[src/rtl/sdr_seq_pkg.sv]
package sdr_seq_pkg;

  parameter int WAIT_W = 16;

  typedef enum logic [3:0] {
    CMD_LOADMODE  = 4'b0000,
    CMD_REFRESH   = 4'b0001,
    CMD_PRECHARGE = 4'b0010,
    CMD_ACTIVE    = 4'b0011,
    CMD_WRITE     = 4'b0100,
    CMD_READ      = 4'b0101,
    CMD_NOP       = 4'b0111
  } sdrCmd_e;

  typedef enum logic [2:0] {
    ASEL_ZERO,
    ASEL_ALLBANK,
    ASEL_ROW,
    ASEL_COL,
    ASEL_MODE
  } addrSel_e;

  typedef struct packed {
    logic              issue;
    sdrCmd_e           cmd;
    addrSel_e          addrSel;
    logic              loadWait;
    logic [WAIT_W-1:0] waitVal;
    logic              latchReq;
    logic              refServed;
    logic              setReady;
  } seqStrobe_t;

endpackage

[src/rtl/sdr_seq_ctrl.sv]
module sdr_seq_ctrl
  import sdr_seq_pkg::*;
#(
  parameter int T_RP      = 4,
  parameter int T_RC      = 13,
  parameter int T_RCD     = 4,
  parameter int T_MRD     = 2,
  parameter int RW_HOLD   = 8,
  parameter int INIT_REFS = 2
) (
  input  logic       clk,
  input  logic       rst_n,
  input  logic       reqValid,
  input  logic       waitZero,
  input  logic       refPending,
  input  logic       ready,
  input  logic       latWrite,
  output seqStrobe_t stb,
  output logic       reqAck
);

  localparam int IREF_W = $clog2(INIT_REFS + 1);

  typedef enum logic [3:0] {
    ST_INIT, ST_PALL, ST_PALL_W, ST_IREF, ST_IREF_W, ST_MODE, ST_MODE_W,
    ST_IDLE, ST_REF_W, ST_ACT_W, ST_RW, ST_RW_W
  } seqState_e;

  seqState_e state, nxt;
  logic [IREF_W-1:0] irefCnt;
  logic irefDone;

  assign irefDone = (irefCnt == IREF_W'(INIT_REFS));

  always_ff @(posedge clk or negedge rst_n) begin
    if (!rst_n) begin
      state   <= ST_INIT;
      irefCnt <= '0;
    end else begin
      state <= nxt;
      if (state == ST_IREF) irefCnt <= irefCnt + 1'b1;
    end
  end

  always_comb begin
    nxt         = state;
    stb         = '0;
    stb.cmd     = CMD_NOP;
    stb.addrSel = ASEL_ZERO;
    reqAck      = 1'b0;
    case (state)
      ST_INIT:   if (waitZero) nxt = ST_PALL;
      ST_PALL: begin
        stb.issue = 1'b1; stb.cmd = CMD_PRECHARGE; stb.addrSel = ASEL_ALLBANK;
        stb.loadWait = 1'b1; stb.waitVal = WAIT_W'(T_RP - 2);
        nxt = ST_PALL_W;
      end
      ST_PALL_W: if (waitZero) nxt = ST_IREF;
      ST_IREF: begin
        stb.issue = 1'b1; stb.cmd = CMD_REFRESH;
        stb.loadWait = 1'b1; stb.waitVal = WAIT_W'(T_RC - 2);
        nxt = ST_IREF_W;
      end
      ST_IREF_W: if (waitZero) nxt = irefDone ? ST_MODE : ST_IREF;
      ST_MODE: begin
        stb.issue = 1'b1; stb.cmd = CMD_LOADMODE; stb.addrSel = ASEL_MODE;
        stb.loadWait = 1'b1; stb.waitVal = WAIT_W'(T_MRD - 2);
        nxt = ST_MODE_W;
      end
      ST_MODE_W: if (waitZero) begin
        stb.setReady = 1'b1;
        nxt = ST_IDLE;
      end
      ST_IDLE: begin
        if (refPending) begin
          stb.issue = 1'b1; stb.cmd = CMD_REFRESH; stb.refServed = 1'b1;
          stb.loadWait = 1'b1; stb.waitVal = WAIT_W'(T_RC - 2);
          nxt = ST_REF_W;
        end else if (reqValid) begin
          stb.issue = 1'b1; stb.cmd = CMD_ACTIVE; stb.addrSel = ASEL_ROW;
          stb.latchReq = 1'b1; reqAck = 1'b1;
          stb.loadWait = 1'b1; stb.waitVal = WAIT_W'(T_RCD - 2);
          nxt = ST_ACT_W;
        end
      end
      ST_REF_W:  if (waitZero) nxt = ST_IDLE;
      ST_ACT_W:  if (waitZero) nxt = ST_RW;
      ST_RW: begin
        stb.issue = 1'b1; stb.cmd = latWrite ? CMD_WRITE : CMD_READ;
        stb.addrSel = ASEL_COL;
        stb.loadWait = 1'b1; stb.waitVal = WAIT_W'(RW_HOLD - 2);
        nxt = ST_RW_W;
      end
      ST_RW_W:   if (waitZero) nxt = ST_IDLE;
      default:   nxt = ST_INIT;
    endcase
  end


  ack_after_ready_chk: assert property (@(posedge clk) disable iff (!rst_n)
    reqAck |-> ready);


  ack_needs_valid_chk: assert property (@(posedge clk) disable iff (!rst_n)
    reqAck |-> reqValid);

endmodule

[src/rtl/sdr_seq_dp.sv]
module sdr_seq_dp
  import sdr_seq_pkg::*;
#(
  parameter int              INIT_CYC     = 20000,
  parameter int              REF_INTERVAL = 3000,
  parameter int              ROW_W        = 12,
  parameter int              COL_W        = 9,
  parameter int              BANK_W       = 2,
  parameter logic [ROW_W-1:0] MODE_WORD   = 12'h032,
  localparam int             REQ_W        = BANK_W + ROW_W + COL_W
) (
  input  logic              clk,
  input  logic              rst_n,
  input  seqStrobe_t        stb,
  input  logic              reqWrite,
  input  logic [REQ_W-1:0]  reqAddr,
  output logic              waitZero,
  output logic              refPending,
  output logic              ready,
  output logic              latWrite,
  output logic [3:0]        cmdOut,
  output logic [BANK_W-1:0] baOut,
  output logic [ROW_W-1:0]  addrOut,
  output logic              ckeOut
);

  localparam int AP_BIT = 10;
  localparam int REF_W  = $clog2(REF_INTERVAL);

  logic [WAIT_W-1:0] waitCnt;
  logic [REF_W-1:0]  refCnt;
  logic              refTick;
  logic [BANK_W-1:0] latBank;
  logic [COL_W-1:0]  latCol;
  logic [ROW_W-1:0]  addrNext;
  logic [BANK_W-1:0] baNext;
  sdrCmd_e           cmdReg;

  // single wait timer shared by all command spacings
  always_ff @(posedge clk or negedge rst_n) begin
    if (!rst_n)                waitCnt <= WAIT_W'(INIT_CYC - 2);
    else if (stb.loadWait)     waitCnt <= stb.waitVal;
    else if (waitCnt != '0)    waitCnt <= waitCnt - 1'b1;
  end
  assign waitZero = (waitCnt == '0);

  // refresh interval counter, runs only once initialised
  assign refTick = ready && (refCnt == REF_W'(REF_INTERVAL - 1));

  always_ff @(posedge clk or negedge rst_n) begin
    if (!rst_n) begin
      refCnt     <= '0;
      refPending <= 1'b0;
    end else begin
      if (ready) refCnt <= refTick ? '0 : refCnt + 1'b1;
      if (refTick)            refPending <= 1'b1;
      else if (stb.refServed) refPending <= 1'b0;
    end
  end

  always_ff @(posedge clk or negedge rst_n) begin
    if (!rst_n) begin
      ready    <= 1'b0;
      ckeOut   <= 1'b0;
      latBank  <= '0;
      latCol   <= '0;
      latWrite <= 1'b0;
    end else begin
      ckeOut <= 1'b1;
      if (stb.setReady) ready <= 1'b1;
      if (stb.latchReq) begin
        latBank  <= reqAddr[REQ_W-1 -: BANK_W];
        latCol   <= reqAddr[COL_W-1:0];
        latWrite <= reqWrite;
      end
    end
  end

  always_comb begin
    addrNext = '0;
    baNext   = '0;
    case (stb.addrSel)
      ASEL_ALLBANK: addrNext[AP_BIT] = 1'b1;
      ASEL_ROW: begin
        addrNext = reqAddr[COL_W +: ROW_W];
        baNext   = reqAddr[REQ_W-1 -: BANK_W];
      end
      ASEL_COL: begin
        addrNext[COL_W-1:0] = latCol;
        addrNext[AP_BIT]    = 1'b1;
        baNext              = latBank;
      end
      ASEL_MODE: addrNext = MODE_WORD;
      default: ;
    endcase
  end

  always_ff @(posedge clk or negedge rst_n) begin
    if (!rst_n) begin
      cmdReg  <= CMD_NOP;
      addrOut <= '0;
      baOut   <= '0;
    end else begin
      cmdReg  <= stb.issue ? stb.cmd : CMD_NOP;
      addrOut <= stb.issue ? addrNext : '0;
      baOut   <= stb.issue ? baNext : '0;
    end
  end
  assign cmdOut = cmdReg;


  ready_sticky_chk: assert property (@(posedge clk) disable iff (!rst_n)
    ready |=> ready);


  refresh_clear_chk: assert property (@(posedge clk) disable iff (!rst_n)
    $fell(refPending) |-> $past(stb.refServed));


  rw_autoprecharge_chk: assert property (@(posedge clk) disable iff (!rst_n)
    (cmdReg == CMD_READ || cmdReg == CMD_WRITE) |-> addrOut[AP_BIT]);


  mode_word_chk: assert property (@(posedge clk) disable iff (!rst_n)
    (cmdReg == CMD_LOADMODE) |-> (addrOut == MODE_WORD && baOut == '0));


  precharge_all_chk: assert property (@(posedge clk) disable iff (!rst_n)
    (cmdReg == CMD_PRECHARGE) |-> addrOut[AP_BIT]);

endmodule

[src/rtl/sdr_init_refresh_seq.sv]
module sdr_init_refresh_seq
  import sdr_seq_pkg::*;
#(
  parameter int               INIT_CYC     = 20000,
  parameter int               REF_INTERVAL = 3000,
  parameter int               T_RP         = 4,
  parameter int               T_RC         = 13,
  parameter int               T_RCD        = 4,
  parameter int               T_MRD        = 2,
  parameter int               T_BURST      = 4,
  parameter int               INIT_REFS    = 2,
  parameter int               ROW_W        = 12,
  parameter int               COL_W        = 9,
  parameter int               BANK_W       = 2,
  parameter logic [ROW_W-1:0] MODE_WORD    = 12'h032,
  localparam int              REQ_W        = BANK_W + ROW_W + COL_W
) (
  input  logic              clk,
  input  logic              rst_n,
  input  logic              reqValid,
  input  logic              reqWrite,
  input  logic [REQ_W-1:0]  reqAddr,
  output logic              reqAck,
  output logic              ready,
  output logic              sdrCke,
  output logic              sdrCsN,
  output logic              sdrRasN,
  output logic              sdrCasN,
  output logic              sdrWeN,
  output logic [BANK_W-1:0] sdrBa,
  output logic [ROW_W-1:0]  sdrAddr
);

  localparam int RC_LEFT = T_RC - T_RCD;
  localparam int PRE_END = T_BURST + T_RP;
  localparam int RW_HOLD = (RC_LEFT > PRE_END) ? RC_LEFT : PRE_END;

  seqStrobe_t stb;
  logic       waitZero, refPending, latWrite;
  logic [3:0] cmdOut;

  sdr_seq_ctrl #(
    .T_RP(T_RP), .T_RC(T_RC), .T_RCD(T_RCD), .T_MRD(T_MRD),
    .RW_HOLD(RW_HOLD), .INIT_REFS(INIT_REFS)
  ) i_ctrl (
    .clk(clk), .rst_n(rst_n), .reqValid(reqValid), .waitZero(waitZero),
    .refPending(refPending), .ready(ready), .latWrite(latWrite),
    .stb(stb), .reqAck(reqAck)
  );

  sdr_seq_dp #(
    .INIT_CYC(INIT_CYC), .REF_INTERVAL(REF_INTERVAL), .ROW_W(ROW_W),
    .COL_W(COL_W), .BANK_W(BANK_W), .MODE_WORD(MODE_WORD)
  ) i_dp (
    .clk(clk), .rst_n(rst_n), .stb(stb), .reqWrite(reqWrite), .reqAddr(reqAddr),
    .waitZero(waitZero), .refPending(refPending), .ready(ready),
    .latWrite(latWrite), .cmdOut(cmdOut), .baOut(sdrBa), .addrOut(sdrAddr),
    .ckeOut(sdrCke)
  );

  assign {sdrCsN, sdrRasN, sdrCasN, sdrWeN} = cmdOut;

endmodule

[config.mk]
export PLATFORM = sky130hd
export DESIGN_NAME = sdr_init_refresh_seq
export DESIGN_NICKNAME = d
export VERILOG_FILES = /design/src/rtl/sdr_seq_pkg.sv /design/src/rtl/sdr_seq_ctrl.sv /design/src/rtl/sdr_seq_dp.sv /design/src/rtl/sdr_init_refresh_seq.sv
export SDC_FILE = /design/constraint.sdc
export NUM_CORES = 1
export LEC_CHECK = 0
export ABC_CLOCK_PERIOD_IN_PS = 2029
export CAP_MARGIN = 40
export CORE_MARGIN = 1
export CORE_UTILIZATION = 54
export DETAILED_ROUTE_END_ITERATION = 6
export DONT_BUFFER_PORTS = 1
export PLACE_DENSITY = 0.81
export SLEW_MARGIN = 5
export SYNTH_ARGS = -nofsm -noshare
export SYNTH_HDL_FRONTEND = slang
export SYNTH_SLANG_ARGS = --single-unit
[constraint.sdc]
create_clock -name clk -period 2.03 [get_ports clk]
set_input_delay 0.1015 -clock clk [delete_from_list [all_inputs] [get_ports clk]]
set_output_delay 0.1015 -clock clk [all_outputs]
set_load 0.02 [all_outputs]
==> reports/qor.yml, run 1 <==
status: "finished, final reports clean"
clkTransAtPathRegs_ps: 70
cts_root_buffer: "clkbuf_8"
clockBufferDepth: 2
finalCritPeriodShare_pct: 98.0
fin_setup_tns_ps: 0
ys_types: 54
htree_num_levels: 3
layout-drive-gt1-share_pct: 21.3
final_cell_mix: "dfrtp_1 (55), dlygate4sd3_1 (25), a21oi_1 (19), nor2_1 (18), buf_4 (17)"
syn_to_final_growth_pct: 20.8
yosysWarnings: 0
syn_nets: 329
timing.critical_path.slowest_stage_cell: "dfstp_2"
intPower_mw: 3.42
critPathBufInv: 1
wl_per_cell_um: 18.6
crit_family: "simple AND/OR/NAND/NOR gates"
crit_chain: "inv_1, ha_2, nor3b_4, and4_4, or4_1, a21oi_1"
ys_ff_latch: 66
fin_cells: 415
cp-start-kind: "flip-flop"
initial_core_util_pct: 57.2
drt_pass1_iterations: 4
first_global_vias: 2505
clkPwrFrac_pct: 19.7
netlist_area_mm2: 0.00321
pwr-share-comb_pct: 39.5
grt_start_max_net_pins: 67
critPathRequiredTime_ps: 2280
critPathKind: "reg -> reg"
clock_latency_ps: 350
gr-total-overflow: 0
viasPerCell: 6.27
synthArstFlopShare_pct: 100
hold_path.class: "in -> reg"
rows: 27
antenna_left: 0
worst_slack_ps: 41.0
die-area_mm2: 0.00626
sw_frac_of_total_pct: 39.5
ys_seq_area_share_pct: 51.9
avgSynthCellArea_um2: 10.8
hold_viol: 0
fin_util_pct: 69.1
worstMarginPinSlew_ps: 539
drc: 0
synth_edf_count: 0
totalWireLength_um: 7710
fin_hold_ws_ps: 75.6
clkSinkCount: 66
drt-initial-drc-count: 183
period_minus_slack_ps: 1990
total_leakage_power_nw: 1.68
antenna_found_initial: 0
gp_congestion: 0.833
die_w_um: 79.1
io_pins: 48
cp_max_fo: 5
finalClockSkew_ps: 10.3
cp-end-kind: "flip-flop"
ir_drop_mv: 1.04
setup_violations: 0
p_seq_share_pct: 40.8
dp_hpwl_um: 4430
syn_inst: 298
cp_data_arrival_time_ps: 2240
power_density_mw_per_mm2: 1460
placed_area_mm2: 0.00337
cap_violations: 0
final_cell_area_mm2: 0.00388
track_usage_pct: 26.7
cts_buffers: 9
final_net_count: 369
final_max_slew_viol_count: 0
max_stage_delay_ps: 570
final_common_cell: "dfrtp_1"
max_clock_freq_mhz: 503
cts_tree: "yes"
dp.cells: 372
die_y_um: 79.1
ys_dominant_reg_cell: "dfrtp_1"
p_switching_mw: 2.24
port_buffers: 0
grt_first_pass_wirelength_um: 12500
num_vias: 2600
slew_headroom_pct: 64.0
core_mm2: 0.00561
post-place-ws_ps: 31.9
diodes: 0
fin_total_pwr_mw: 5.66
power groups by stage:
stage / clock network [mW] / registers (mW) / logic [mW]
final: 1.11 / 2.31 / 2.24
after CTS: 1.13 / 2.28 / 2.09
after global routing: 1.20 / 2.37 / 2.45
after floorplan: 0 / 2.17 / 1.57
after global placement: 0 / 2.28 / 1.93
after detailed placement: 0 / 2.30 / 2.00
cells in the mapped netlist, drive strengths merged, types with 6 or more instances:
| master | number | area [um^2] |
|---|---|---|
| a21oi | 20 | 100 |
| mux2 | 13 | 146 |
| buf | 8 | 40.0 |
| o21ai | 13 | 65.1 |
| dfrtp | 55 | 1380 |
| nor2b | 6 | 37.5 |
| nor3 | 9 | 45.0 |
| or4 | 6 | 45.0 |
| a22o | 10 | 87.6 |
| nand3 | 8 | 40.0 |
| nor2 | 18 | 67.6 |
| inv | 11 | 41.3 |
| dfstp | 11 | 289 |
| nand2 | 12 | 45.0 |
| clkbuf | 7 | 26.3 |
metal layers:
metal,track usage (%),up-vias,share of wire (%)
li1,-,1179,-
met1,32.4,1291,39
met2,44.1,110,52
met3,8.16,20,6.0
met4,10.9,0,2.5
met5,0,-,0
state kept, by name (all words and copies together) (netlist names):
name	flops
i_ctrl.irefCnt	2
i_dp.latBank	2
i_dp.ckeOut	1
i_dp.ready	1
i_ctrl.state	4
i_dp.addrOut	12
i_dp.baOut	2
i_dp.waitCnt	16
i_dp.cmdOut	3
i_dp.latCol	9
i_dp.refCnt	12
i_dp.latWrite	1
i_dp.refPending	1
worst min-delay path, cell delays in order:
cell and delay [ps]:
o32ai_1 60, a31oi_1 140, o2bb2ai_1 70
worst paths after layout:
check	slack (ps)	depth (start not counted)	end	startpoint
worst min-delay path	80	3	i_ctrl.state[1]$_DFFE_PN0P_	reqValid
min in group asynchronous	350	2	i_dp.latCol[7]$_DFFE_PN0P_	rst_n
max in group asynchronous	1380	2	i_dp.waitCnt[3]$_DFFE_PN1P_	rst_n
worst max-delay path	40	6	i_dp.waitCnt[9]$_DFFE_PN1P_	i_dp.waitCnt[1]$_DFFE_PN1P_
worst max register to register	40	6	i_dp.waitCnt[9]$_DFFE_PN1P_	i_dp.waitCnt[1]$_DFFE_PN1P_
worst min register to register	430	1	i_dp.cmdOut[0]$_DFF_PN1_	i_dp.latWrite$_DFFE_PN0P_
timing repair:
action                     4_1_cts  5_1_grt
setup endpoints to repair        0       13
buffers inserted                 0        1
hold buffers                    26        0
resized for setup                0        7
hold endpoints to repair        92        0
area by class of cell:
| class | instances | area, um^2 |
|---|---|---|
| Sequential cell | 66 | 1670 |
| Timing Repair Buffer | 44 | 417 |
| Multi-Input combinational cell | 206 | 1460 |
| Clock inverter | 7 | 77.6 |
| Fill cell | 402 | 1730 |
| Tap cell | 72 | 90.1 |
| Clock buffer | 9 | 124 |
| Inverter | 11 | 41.3 |
cell families after synthesis:
family	synth area share, %
AO/OA/AOI/OAI	15.8
XOR/XNOR	2.73
adder cells (fa/ha/maj)	1.56
buffers and inverters	3.35
flip-flops	51.9
multiplexers	5.19
other	0.234
AND/OR/NAND/NOR	19.3
Note: power is estimated with default switching activity, not from simulation.
==> run 2, diff against run 1 <==
--- a/config.mk
+++ b/config.mk
@@ -8,11 +8,11 @@
 export ABC_CLOCK_PERIOD_IN_PS = 2029
 export CAP_MARGIN = 40
 export CORE_MARGIN = 1
-export CORE_UTILIZATION = 54
+export CORE_UTILIZATION = 42
 export DETAILED_ROUTE_END_ITERATION = 6
 export DONT_BUFFER_PORTS = 1
-export PLACE_DENSITY = 0.81
-export SLEW_MARGIN = 5
+export HOLD_SLACK_MARGIN = 0.15
+export PLACE_DENSITY = 0.68
 export SYNTH_ARGS = -nofsm -noshare
 export SYNTH_HDL_FRONTEND = slang
 export SYNTH_SLANG_ARGS = --single-unit
==> run 2 against run 1 <==
Effect of this change: combinational power down 3%; die area up 28%; clock skew down 0.79 ps; wire length down 10%; critical endpoint unchanged; largest power group unchanged.
==> reports/qor.yml, run 2 (synthesis gave the netlist of run 1 again) <==
clock_latency_ps: 350  # about the same
period_minus_slack_ps: 1910  # -76.1 ps
worstMarginPinSlew_ps: 500  # -38.7 ps
hold_viol: 0  # unchanged
rows: 31  # +15%
antenna_left: 0  # unchanged
layout-drive-gt1-share_pct: 21.2  # -0.12 points
hold_path.class: "in -> reg"
setup_violations: 0  # unchanged
viasPerCell: 5.51  # -12%
port_buffers: 0  # unchanged
gp_congestion: 0.816  # -2.0%
first_global_vias: 2318  # -7.5%
top_register: "i_dp.waitCnt"
n_fill_cell: 634  # +58%
top_regs: "i_dp.waitCnt x16, i_dp.addrOut x12, i_dp.refCnt x12"
cap_violations: 0  # unchanged
cp-start-kind: "flip-flop"
num_vias: 2445  # -6.0%
diodes: 0  # unchanged
finalClockSkew_ps: 9.54  # -0.792 ps
final_cell_mix: "dfrtp_1 (55), dlygate4sd3_1 (26), a21oi_1 (19), nor2_1 (18), buf_4 (18)"
cp-end-kind: "flip-flop"
finalCritPeriodShare_pct: 94.2  # -3.7 points
grt_start_max_net_pins: 67  # unchanged
cp_max_fo: 5  # unchanged
critPathRequiredTime_ps: 2300  # +20 ps
final_max_slew_viol_count: 0  # unchanged
grt_first_pass_wirelength_um: 11300  # -9.5%
final_net_count: 371  # +0.54%
final_common_cell: "dfrtp_1"
ir_drop_mv: 0.693  # -34%
die_y_um: 89.4  # +13%
track_usage_pct: 19.0  # -7.6 points
power_density_mw_per_mm2: 1420  # -2.6%
die-area_mm2: 0.00800  # +28%
status: "finished, final reports clean"
cts_tree: "yes"
cts_buffers: 9  # unchanged
syn_to_final_growth_pct: 22.5
drt_pass1_iterations: 4  # unchanged
cp_data_arrival_time_ps: 2190  # -50 ps
fin_hold_ws_ps: 252  # +176 ps
slew_headroom_pct: 66.6  # +2.6 points
die_w_um: 89.4  # +13%
totalWireLength_um: 6910  # -10%
fin_util_pct: 53.6  # -15 points
clkTransAtPathRegs_ps: 80  # about the same
initial_core_util_pct: 43.8  # -13 points
max_clock_freq_mhz: 523  # +4.0%
dp_hpwl_um: 4280  # -3.4%
drt-initial-drc-count: 130  # -29%
gr-total-overflow: 0  # unchanged
wl_per_cell_um: 15.6  # -16%
drc: 0  # unchanged
cts_root_buffer: "clkbuf_8"
clockBufferDepth: 2  # unchanged
htree_num_levels: 3  # unchanged
critPathKind: "reg -> reg"
clkSinkCount: 66  # unchanged
fin_setup_tns_ps: 0  # unchanged
largest_reg_flops: 16  # unchanged
io_pins: 48  # unchanged
worst_slack_ps: 117  # +76.1 ps
core_mm2: 0.00733  # +31%
total_leakage_power_nw: 1.70  # +0.81%
antenna_found_initial: 0  # unchanged
post-place-ws_ps: 63.5  # +31.6 ps
-- run 2: worst paths after layout --
path,from,to,slack (ps),depth (start not counted)
worst min register to register,i_dp.latWrite$_DFFE_PN0P_,i_dp.cmdOut[0]$_DFF_PN1_,420,1
worst max-delay path,i_dp.waitCnt[1]$_DFFE_PN1P_,i_dp.waitCnt[9]$_DFFE_PN1P_,120,6
max in group asynchronous,rst_n,i_dp.waitCnt[11]$_DFFE_PN1P_,1420,2
worst min-delay path,reqValid,i_dp.addrOut[10]$_DFF_PN0_,250,4
worst max register to register,i_dp.waitCnt[1]$_DFFE_PN1P_,i_dp.waitCnt[9]$_DFFE_PN1P_,120,6
min in group asynchronous,rst_n,i_dp.waitCnt[0]$_DFFE_PN0P_,280,2
-- run 2: metal layers --
layer | routed length, um | GRT usage [%]
met1 | 3130 | 26.5
met2 | 3330 | 28.2
met3 | 340 | 5.54
met4 | 110 | 6.93
met5 | 0 | 0
-- run 2: report_power, final --
part | internal, mW | switching [mW]
Combinational | 1.04 | 1.13
Clock | 0.586 | 0.564
Sequential | 1.82 | 0.447
-- run 2: worst max-delay path, cell delays in order (launching register included) --
cell	delay [ps]
dfstp_2	560
inv_1	60
ha_1	190
nor3b_2	170
and4_4	200
or4_1	490
a21oi_2	160
-- run 2: cell type report --
cell class              count  area [um^2]  area share [%]
well taps                  99          124            3.15
flip-flops and latches     66         1670            42.4
inverters                  11         41.3            1.05
repair buffers             46          443            11.3
clock buffers               9          124            3.15
multi-input cells         206         1450            37.0
clock inverters             7         81.3            2.07
-- run 2: stage by stage --
stage                     power, mW  instances  instance area, um^2
final                          5.59        444                 3930
after CTS                      5.55        443                 3910
after floorplan                3.74        298                 3210
after detailed placement       4.31        400                 3420
after global routing           6.00        444                 3930
after global placement         4.25        400                 3420
-- run 2: repair_timing --
action                     CTS  global route
setup endpoints to repair    0            10
resized for setup            0             4
hold endpoints to repair    95             0
setup buffers                0             1
hold buffers                27             0
==> run 3, diff against run 2 <==
--- a/config.mk
+++ b/config.mk
@@ -7,12 +7,15 @@
 export LEC_CHECK = 0
 export ABC_CLOCK_PERIOD_IN_PS = 2029
 export CAP_MARGIN = 40
+export CELL_PAD_IN_SITES_DETAIL_PLACEMENT = 2
+export CELL_PAD_IN_SITES_GLOBAL_PLACEMENT = 2
 export CORE_MARGIN = 1
-export CORE_UTILIZATION = 42
+export CORE_UTILIZATION = 37
 export DETAILED_ROUTE_END_ITERATION = 6
 export DONT_BUFFER_PORTS = 1
+export GPL_ROUTABILITY_DRIVEN = 1
 export HOLD_SLACK_MARGIN = 0.15
-export PLACE_DENSITY = 0.68
+export PLACE_DENSITY = 0.84
 export SYNTH_ARGS = -nofsm -noshare
 export SYNTH_HDL_FRONTEND = slang
 export SYNTH_SLANG_ARGS = --single-unit
==> run 3 against run 2 <==
Effect of this change: first-iteration DRC count is 25% lower; combinational power is 23% higher; sequential power is 6% higher; total power is 13% higher; largest power group is now combinational logic; utilization is 5.4 points lower; die area is 13% higher; critical path depth is 1 lower.
==> reports/qor.yml, run 3 (synthesis gave the netlist of run 1 again) <==
drc: 0  # unchanged
totalWireLength_um: 12100  # +75%
period_minus_slack_ps: 1980  # +70.7 ps
fin_total_pwr_mw: 6.32  # +13%
dp_hpwl_um: 6410  # +50%
num_vias: 2742  # +12%
core_mm2: 0.00830  # +13%
port_buffers: 0  # unchanged
status: "finished, final reports clean"
cp-end-kind: "flip-flop"
finalCritPeriodShare_pct: 97.7  # +3.5 points
drt_pass1_iterations: 6  # +2
max_clock_freq_mhz: 504  # -3.6%
crit_chain: "inv_1, ha_1, nand4b_1, or4_1, a21oi_1"
crit_family: "simple AND/OR/NAND/NOR gates"
drt-initial-drc-count: 97  # -25%
layout-drive-gt1-share_pct: 23.0  # +1.8 points
htree_num_levels: 3  # unchanged
rows: 33  # +6.5%
syn_to_final_growth_pct: 24.6
cts_tree: "yes"
fin_cells: 453  # +2.0%
wl_per_cell_um: 26.6  # +71%
final_max_slew_viol_count: 0  # unchanged
cp-start-kind: "flip-flop"
use_met1_pct: 31.5  # +5.0 points
gp_congestion: 0.800  # -2.0%
top_regs: "i_dp.waitCnt x16, i_dp.addrOut x12, i_dp.refCnt x12"
cts_root_buffer: "clkbuf_8"
die-area_mm2: 0.00905  # +13%
total_leakage_power_nw: 1.72  # +1.4%
track_usage_pct: 28.0  # +9.0 points
initial_core_util_pct: 38.7  # -5.1 points
final_cell_mix: "dfrtp_1 (55), dlygate4sd3_1 (26), buf_4 (20), a21oi_1 (19), nor2_1 (18)"
power_density_mw_per_mm2: 1580  # +11%
clkTransAtPathRegs_ps: 90  # about the same
timing.critical_path.slowest_stage_cell: "or4_1"
die_y_um: 95.1  # +6.4%
critPathBufInv: 1  # unchanged
final_common_cell: "dfrtp_1"
setup_violations: 0  # unchanged
diodes: 0  # unchanged
io_pins: 48  # unchanged
n_fill_cell: 816  # +29%
fin_util_pct: 48.2  # -5.4 points
antenna_left: 0  # unchanged
die_w_um: 95.1  # +6.4%
viasPerCell: 6.05  # +9.9%
gr-max-usage-layer: "met2"
final_cell_area_mm2: 0.00400  # +1.8%
ir_drop_mv: 0.949  # +37%
clockBufferDepth: 2  # unchanged
placed_area_mm2: 0.00345  # +1.0%
critPathRequiredTime_ps: 2310  # about the same
clkSinkCount: 66  # unchanged
first_global_vias: 3081  # +33%
largest_reg_flops: 16  # unchanged
cts_buffers: 9  # unchanged
hold_path.class: "in -> reg"
critPathKind: "reg -> reg"
clock_latency_ps: 370  # +20 ps
antenna_found_initial: 0  # unchanged
grt_start_max_net_pins: 67  # unchanged
finalClockSkew_ps: 13.7  # +4.16 ps
grtUsageMet3_pct: 5.10  # -0.44 points
top_register: "i_dp.waitCnt"
dp.cells: 408  # +2.0%
gr-total-overflow: 0  # unchanged
hold_viol: 0  # unchanged
fin_hold_ws_ps: 169  # -82.7 ps
grt_first_pass_wirelength_um: 18100  # +59%
cp_max_fo: 7  # +2
use_met2_pct: 51.1  # +23 points
final_net_count: 374  # +0.81%
max_stage_delay_ps: 510  # -50 ps
cap_violations: 0  # unchanged
cp_data_arrival_time_ps: 2260  # +70 ps
## run 3: cell count changes in the layout (fill, tap and decap cells not counted), sizes merged
cell / before / now
buf: 20 / 23
## run 3: worst register-to-register path, delay by kind of cell (launching register included)
family	cells	cell delay, ps
buffers and inverters	1	150
adder cells (fa/ha/maj)	1	370
AND/OR/NAND/NOR	2	760
AO/OA/AOI/OAI	1	180
flip-flops	1	430
## run 3: cell type report
cell class | count | area, um^2 | area share, %
clock buffer | 9 | 124 | 3.10
clock inverter | 7 | 83.8 | 2.10
inverter | 11 | 41.3 | 1.03
multi-input combinational | 206 | 1480 | 36.9
sequential | 66 | 1670 | 41.6
tap | 105 | 131 | 3.28
timing repair buffer | 49 | 478 | 11.9
## run 3: power breakdown
| group | switching (mW) | internal [mW] |
|---|---|---|
| Clock | 0.668 | 0.592 |
| Sequential | 0.571 | 1.82 |
| Combinational | 1.53 | 1.14 |
## run 3: worst paths after layout
path                            depth (start not counted)  slack [ps]                           end                        start
worst max-delay path                                    5          50  i_dp.waitCnt[12]$_DFFE_PN0P_  i_dp.waitCnt[0]$_DFFE_PN0P_
worst min-delay path                                    3         170      i_dp.cmdOut[2]$_DFF_PN1_                     reqValid
worst max register to register                          5          50  i_dp.waitCnt[12]$_DFFE_PN0P_  i_dp.waitCnt[0]$_DFFE_PN0P_
worst min register to register                          1         510       i_dp.baOut[1]$_DFF_PN0_  i_dp.latBank[1]$_DFFE_PN0P_
max in group asynchronous                               2        1440      i_dp.cmdOut[0]$_DFF_PN1_                        rst_n
min in group asynchronous                               2         260   i_dp.waitCnt[8]$_DFFE_PN0P_                        rst_n
## run 3: what timing repair did
action,in CTS,in global routing
hold buffers,27,0
endpoints found under the setup margin,1,11
gates cloned,0,0
pin swaps,0,1
resized for setup,1,8
buffers inserted,0,2
hold endpoints to repair,93,0
## run 3: per-stage QoR
stage	setup slack [ps]	setup TNS, ps
after global routing	-62.0	-81.4
after floorplan	102	0
after global placement	127	0
after detailed placement	1.15	0
after CTS	1.19	0
final	46.4	0
## run 3: metal layers
| metal | part of all wire, % | vias up |
|---|---|---|
| li1 | - | 1194 |
| met1 | 39 | 1440 |
| met2 | 54 | 76 |
| met3 | 3.5 | 32 |
| met4 | 3.5 | 0 |
| met5 | 0 | - |
